==> src/rtl/barrier_tree_pkg.sv <==
package barrier_tree_pkg;
   // integer power, used for node counts per level and partition sizes
   function automatic int ipow(input int base, input int expo);
      int acc;
      acc = 1;
      for (int i = 0; i < expo; i++) acc = acc * base;
      return acc;
   endfunction
endpackage

==> src/rtl/barrier_up_node.sv <==
// Upward combining node: OR of children on the any-path, OR of inverted
// children on the miss-path (AND obtained by inverting the miss result).
module barrier_up_node #(
   parameter int FANIN = 2,
   parameter int CH    = 4
) (
   input  logic                      clk,
   input  logic                      rst_n,
   input  logic [FANIN-1:0][CH-1:0]  kid_any,
   input  logic [FANIN-1:0][CH-1:0]  kid_miss,
   output logic [CH-1:0]             up_any,
   output logic [CH-1:0]             up_miss
);
   logic [CH-1:0] any_c;
   logic [CH-1:0] miss_c;

   always_comb begin
      any_c  = '0;
      miss_c = '0;
      for (int k = 0; k < FANIN; k++) begin
         any_c  = any_c  | kid_any[k];
         miss_c = miss_c | kid_miss[k];
      end
   end

   // reset state equals the steady state of all-low leaves
   always_ff @(posedge clk or negedge rst_n) begin
      if (!rst_n) begin
         up_any  <= '0;
         up_miss <= '1;
      end else begin
         up_any  <= any_c;
         up_miss <= miss_c;
      end
   end
endmodule

==> src/rtl/barrier_dn_node.sv <==
// Downward broadcast stage: a root reflects its own reduction, any other
// node forwards its parent's broadcast value.
module barrier_dn_node #(
   parameter int CH = 4
) (
   input  logic           clk,
   input  logic           rst_n,
   input  logic           is_root,
   input  logic [CH-1:0]  own_any,
   input  logic [CH-1:0]  own_miss,
   input  logic [CH-1:0]  par_any,
   input  logic [CH-1:0]  par_miss,
   output logic [CH-1:0]  dn_any,
   output logic [CH-1:0]  dn_miss
);
   always_ff @(posedge clk or negedge rst_n) begin
      if (!rst_n) begin
         dn_any  <= '0;
         dn_miss <= '1;
      end else if (is_root) begin
         dn_any  <= own_any;
         dn_miss <= own_miss;
      end else begin
         dn_any  <= par_any;
         dn_miss <= par_miss;
      end
   end
endmodule

==> src/rtl/barrier_tree.sv <==
module barrier_tree
   import barrier_tree_pkg::*;
#(
   parameter int FANIN = 2,
   parameter int DEPTH = 3,
   parameter int CH    = 4,
   localparam int NUM_LEAVES = ipow(FANIN, DEPTH)
) (
   input  logic                            clk,
   input  logic                            rst_n,
   input  logic [NUM_LEAVES-1:0][CH-1:0]   leaf_lvl,
   input  logic [DEPTH-2:0]                cut_lvl,
   output logic [NUM_LEAVES-1:0][CH-1:0]   glob_or,
   output logic [NUM_LEAVES-1:0][CH-1:0]   glob_and
);
   // elaboration-time parameter checks
   if (FANIN < 2) begin : g_bad_fanin
      $error("barrier_tree: FANIN must be at least 2");
   end
   if (DEPTH < 2) begin : g_bad_depth
      $error("barrier_tree: DEPTH must be at least 2");
   end
   if (CH < 1) begin : g_bad_ch
      $error("barrier_tree: CH must be at least 1");
   end
   if (NUM_LEAVES > 4096) begin : g_bad_size
      $error("barrier_tree: leaf count too large");
   end

   // up-sweep: level l holds FANIN**(DEPTH-l) nodes, one register stage each
   for (genvar l = 1; l <= DEPTH; l++) begin : g_up
      localparam int NODES = ipow(FANIN, DEPTH - l);
      logic [NODES-1:0][CH-1:0] any_q;
      logic [NODES-1:0][CH-1:0] miss_q;
      for (genvar n = 0; n < NODES; n++) begin : g_node
         logic [FANIN-1:0][CH-1:0] k_any;
         logic [FANIN-1:0][CH-1:0] k_miss;
         for (genvar k = 0; k < FANIN; k++) begin : g_kid
            if (l == 1) begin : g_leaf
               assign k_any[k]  = leaf_lvl[n*FANIN + k];
               assign k_miss[k] = ~leaf_lvl[n*FANIN + k];
            end else begin : g_inner
               assign k_any[k]  = g_up[l-1].any_q[n*FANIN + k];
               assign k_miss[k] = g_up[l-1].miss_q[n*FANIN + k];
            end
         end
         barrier_up_node #(.FANIN(FANIN), .CH(CH)) u_up (
            .clk      (clk),
            .rst_n    (rst_n),
            .kid_any  (k_any),
            .kid_miss (k_miss),
            .up_any   (any_q[n]),
            .up_miss  (miss_q[n])
         );
      end
   end

   // down-sweep, built from the top level downward
   for (genvar l = DEPTH; l >= 1; l--) begin : g_dn
      localparam int NODES = ipow(FANIN, DEPTH - l);
      logic [NODES-1:0][CH-1:0] any_q;
      logic [NODES-1:0][CH-1:0] miss_q;
      for (genvar n = 0; n < NODES; n++) begin : g_node
         logic          root;
         logic [CH-1:0] p_any;
         logic [CH-1:0] p_miss;
         if (l == DEPTH) begin : g_top
            assign root   = 1'b1;
            assign p_any  = g_up[l].any_q[n];
            assign p_miss = g_up[l].miss_q[n];
         end else begin : g_mid
            assign root   = cut_lvl[l-1];
            assign p_any  = g_dn[l+1].any_q[n / FANIN];
            assign p_miss = g_dn[l+1].miss_q[n / FANIN];
         end
         barrier_dn_node #(.CH(CH)) u_dn (
            .clk      (clk),
            .rst_n    (rst_n),
            .is_root  (root),
            .own_any  (g_up[l].any_q[n]),
            .own_miss (g_up[l].miss_q[n]),
            .par_any  (p_any),
            .par_miss (p_miss),
            .dn_any   (any_q[n]),
            .dn_miss  (miss_q[n])
         );
      end
   end

   // leaf outputs: AND restored by inverting the miss-path result
   for (genvar j = 0; j < NUM_LEAVES; j++) begin : g_leaf_out
      assign glob_or[j]  = g_dn[1].any_q[j / FANIN];
      assign glob_and[j] = ~g_dn[1].miss_q[j / FANIN];
   end
endmodule

==> config.mk <==
export PLATFORM = sky130hd
export DESIGN_NAME = barrier_tree
export DESIGN_NICKNAME = d
export VERILOG_FILES = /design/src/rtl/barrier_tree_pkg.sv /design/src/rtl/barrier_up_node.sv /design/src/rtl/barrier_dn_node.sv /design/src/rtl/barrier_tree.sv
export SDC_FILE = /design/constraint.sdc
export NUM_CORES = 1
export LEC_CHECK = 0
export ABC_AREA = 1
export CORE_MARGIN = 2
export CORE_UTILIZATION = 30
export CTS_BUF_LIST = sky130_fd_sc_hd__clkbuf_8
export DETAILED_ROUTE_END_ITERATION = 8
export PLACE_DENSITY_LB_ADDON = 0.1
export SKIP_LAST_GASP = 1
export SYNTH_ARGS = -nofsm -noshare
export SYNTH_HDL_FRONTEND = slang
export SYNTH_SLANG_ARGS = --single-unit
==> constraint.sdc <==
create_clock -name clk -period 0.8 [get_ports clk]
set_input_delay 0.08 -clock clk [delete_from_list [all_inputs] [get_ports clk]]
set_output_delay 0.08 -clock clk [all_outputs]
set_load 0.01 [all_outputs]
---- Word-level counts from Yosys, hierarchy flattened ----
Index checks and enable logic that the tools add are counted.
storage, ports and cells
  register bits after elaboration ......... 112
  output and inout bits ................... 64
  word-level logic and storage cells ...... 66
  input bits .............................. 36
cells by class
  muxes and demuxes ....................... 12
  bitwise gates (word level) .............. 26
operator list
  kind               count
  4-bit bitwise OR   14
  4-bit two-way mux  12
  4-bit NOT          12

---- Longest topological paths before layout ----
  word-level depth ........................ 2
  gate-level depth with buffers ........... 5
  gate-level depth less buffers ........... 3

---- Cells and area by module ----
Synthesis repeated with hierarchy kept, for this count alone.
unflattened totals
  cell total of the unflattened synthesis .. 543
  area total of the unflattened synthesis .. 4663.2 um^2
modules (own cells, without submodules)
  module           cells each  instances  area an instance (um^2)  seq. area each (um^2)
  barrier_dn_node  34          7          310.3                    205.2
  barrier_up_node  32          7          295.3                    205.2
  barrier_tree     81          1          424.2                    0.0

---- Worst setup path before layout ----
OpenSTA, ideal clock, no wires.
  path kind ............................... register -> output
  start point ............................. register g_dn[1].g_node[1].u_dn.dn_miss[0]
  end point ............................... output glob_and[12] (netlist bit)
  required time ........................... 0.720 ns
  stages on the path, launching flop included .. 3
  buffers on the path ..................... 1
  setup slack ............................. 0.023 ns
  arrival time ............................ 0.697 ns
  cells stage by stage .................... dfstp_2 > inv_1 > buf_4
RTL lines
  item                      line                   RTL
  start: declaration        barrier_dn_node.sv:14  output logic [CH-1:0] dn_miss
  start signal: assignment  barrier_dn_node.sv:22  dn_miss <= own_miss;
  start signal: assignment  barrier_dn_node.sv:25  dn_miss <= par_miss;
  end: declaration          barrier_tree.sv:14     output logic [NUM_LEAVES-1:0][CH-1:0] glob_and

==> qor.csv <==
stage,metric,value,unit
timing,Worst-Margin Slew,0.2979,ns
timing,Final WS setup,-0.3393,ns
synthesis,#FFs+latches synth,112,
worst_setup_path,Worst EP required,0.72,ns
clock_tree,Worst-Skew Late Latency,0.36,ns
finish,register area,2873,um2
route,Via density,3.854,
worst_setup_path,CP Max Fanout,2,
timing,Fmax achieved,877.7,MHz
timing,# setup viols final,64,
timing,fin. max-slew vios,0,
timing,Fin. Hold Viols,0,
synthesis,syn nets,381,
worst_setup_path,worst r2r dst,g_up[3].g_node[0].u_up.up_any[3]$_DFF_PN0_,
synthesis,register area share after synthesis,0.7024,
worst_setup_path,crit-path cells,inv_2 > buf_2,
worst_setup_path,WS Path Type,flip-flop to output port,
pwr,Tot Pwr,10.60,mW
clock_tree,clock root cell,clkbuf_8,
synthesis,Avg Inst Size Synth,11.86,um2
timing,max_slew headroom,0.8014,
route,# DRC,0,
place,Post-DP Area,5115,um2
timing,"Period Utilization, post-route",1.424,
floorplan,number of placement rows,42,
timing,Clock Skew,0.01342,ns
finish,"commonest non-fill, non-tap cell in the layout",nand2_1,
place,GP Congestion,0.6798,
run,max cap viols,0,
floorplan,die area,14580,um2
worst_setup_path,worst reg2reg path startpoint,g_up[2].g_node[0].u_up.up_any[3]$_DFF_PN0_,
worst_setup_path,Crit path depth,2,
pwr,PwrDens,2026,nW/um2
worst_setup_path,"slowest stage delay, CP",0.54,ns
clock_tree,CTS tree,built,
synthesis,cell count after synthesis,345,
global_routing,initial antenna violation count,0,
global_routing,largest net degree at the start of global routing,59,
worst_setup_path,Crit. End Element,output port,
finish,FILL cells,1344,
finish,Non-Filler Instances,610,
route,Post-DRT Antenna Nets,0,
synthesis,mapped cell area,4090,um2
global_routing,GRT Util Overall,0.1081,
place,number of port buffers,99,
outcome,status,"finished, violations left",
finish,most frequent cells in the layout,"nand2_1 (126), dfrtp_1 (56), dfstp_2 (56)",
floorplan,Starting Density,0.3076,
timing,clock period minus worst slack,1.139,ns
floorplan,core outline area,13300,um2
pwr,maximum VDD drop,0.7826,mV
place,Place WS,-0.3384,ns
floorplan,Die Y,120.8,um
place,Placed Instances,589,
floorplan,Die X,120.8,um
worst_setup_path,CP startpoint kind,flip-flop,
route,Pre-antenna DRT Iters,5,
finish,cell area after layout,5233,um2
finish,n_diodes,0,
worst_setup_path,CP bufs+invs,2,
worst_hold_path,Hold Path Class,input port to async pin,
clock_tree,htree depth,3,
route,Routed WL,7.131,mm
outcome,failing checks,negative setup slack,
route,vias,2351,
global_routing,vias in the first global route,2498,
route,routed len/inst,11.69,um
clock_tree,Num CTS Buffers,9,
place,Post-DP HPWL,5.059,mm
worst_setup_path,crit path DAT,1.06,ns
worst_setup_path,FF-to-FF setup slack,0.01,ns
route,number of DRC markers in iteration 0,77,
clock_tree,register clock-pin slew on the reported worst setup and hold paths,0.10,ns
worst_setup_path,worst reg2reg path depth,1,
worst_setup_path,slowest CP cell,dfstp_2,
finish,proportion of layout cells with a drive suffix above 1,0.4977,
timing,setup TNS,-15.44,ns
floorplan,IO Pins,100,
finish,nets,465,
clock_tree,maximum root-to-sink buffer count,2,
timing,setup repair after global routing missed its margin,yes,
worst_setup_path,critical path's top delay family,flip-flops,
synthesis,Synth warnings,0,
finish,area grow syn2layout,27.93,%
synthesis,Yosys cell types,12,
global_routing,first-pass GRT wire length,12.14,mm
pwr,Leakage Power,2.395,nW
finish,area of the multi-input gates,863.3,um2
global_routing,gr ovfl total,0,
clock_tree,clock sink total,112,
==> sequential cells by signal (all words and copies together), names as in the netlist <==
name / cells
g_dn.g_node.u_dn.dn_miss: 28
g_dn.g_node.u_dn.dn_any: 28
g_up.g_node.u_up.up_any: 28
g_up.g_node.u_up.up_miss: 28
==> final cells by class <==
cell class,count,share of cell area
Timing Repair Buffer,112,0.1946
Inverter,18,0.01435
Tap cell,176,0.04209
Sequential cell,112,0.5490
Clock buffer,10,0.02630
Multi-Input combinational cell,176,0.1650
Clock inverter,6,0.008608
==> kinds of logic after synthesis <==
family / share of synthesized area
buf+inv: 0.09330
flops: 0.7024
simple gates: 0.2043
==> through the flow <==
| step | hold WS [ns] | util |
|---|---|---|
| floorplan | -0.2156 | - |
| global placement | -0.09241 | 0.3847 |
| detailed placement | -0.09024 | 0.3847 |
| CTS | 0.05349 | 0.3889 |
| global route | 0.05299 | 0.3936 |
| finish | 0.06922 | 0.3936 |
==> routing by layer <==
metal / vias to the layer above / GRT usage / wire length (um)
met5: - / 0 / 0
met1: 1124 / 0.1405 / 3144
met4: 0 / 0.03706 / 55
li1: 1157 / - / -
met3: 7 / 0.03443 / 482
met2: 63 / 0.1706 / 3448
==> how the worst max path moves through the flow <==
stage                                                           start                                     endpoint  slack [ns]
after global routing      g_dn[1].g_node[2].u_dn.dn_miss[2]$_DFF_PN1_                                 glob_and[18]       -0.40
after detailed placement                                   cut_lvl[0]  g_dn[1].g_node[3].u_dn.dn_miss[0]$_DFF_PN1_       -0.34
after global placement                                     cut_lvl[0]   g_dn[1].g_node[2].u_dn.dn_any[0]$_DFF_PN0_       -0.33
after floorplan           g_dn[1].g_node[1].u_dn.dn_miss[0]$_DFF_PN1_                                 glob_and[12]        0.02
after CTS                 g_dn[1].g_node[2].u_dn.dn_miss[2]$_DFF_PN1_                                 glob_and[18]       -0.38
final                     g_dn[1].g_node[3].u_dn.dn_miss[2]$_DFF_PN1_                                 glob_and[26]       -0.34
==> report_power, final <==
part	internal (mW)	switching, mW	leakage (nW)
Sequential	6.06	0.145	1.16
Combinational	0.701	0.663	1.15
Clock	1.23	1.80	0.0903
==> cells in the mapped netlist <==
library cell,instances,share of area
nand2_4,10,0.028
buf_12,1,0.0049
dfstp_2,56,0.36
inv_8,1,0.0028
buf_6,1,0.0028
inv_1,17,0.016
buf_4,35,0.064
clkbuf_4,1,0.0018
dfrtp_1,56,0.34
or2_2,40,0.061
nand2_1,126,0.12
buf_2,1,0.0012
==> timing repair <==
item	CTS	global route
endpoints found under the hold margin	82	0
hold buffers	1	0
resized for setup	303	11
setup buffers	1	3
pin swaps	0	0
setup endpoints to repair	69	72
Note: power is estimated with default switching activity, not from simulation.
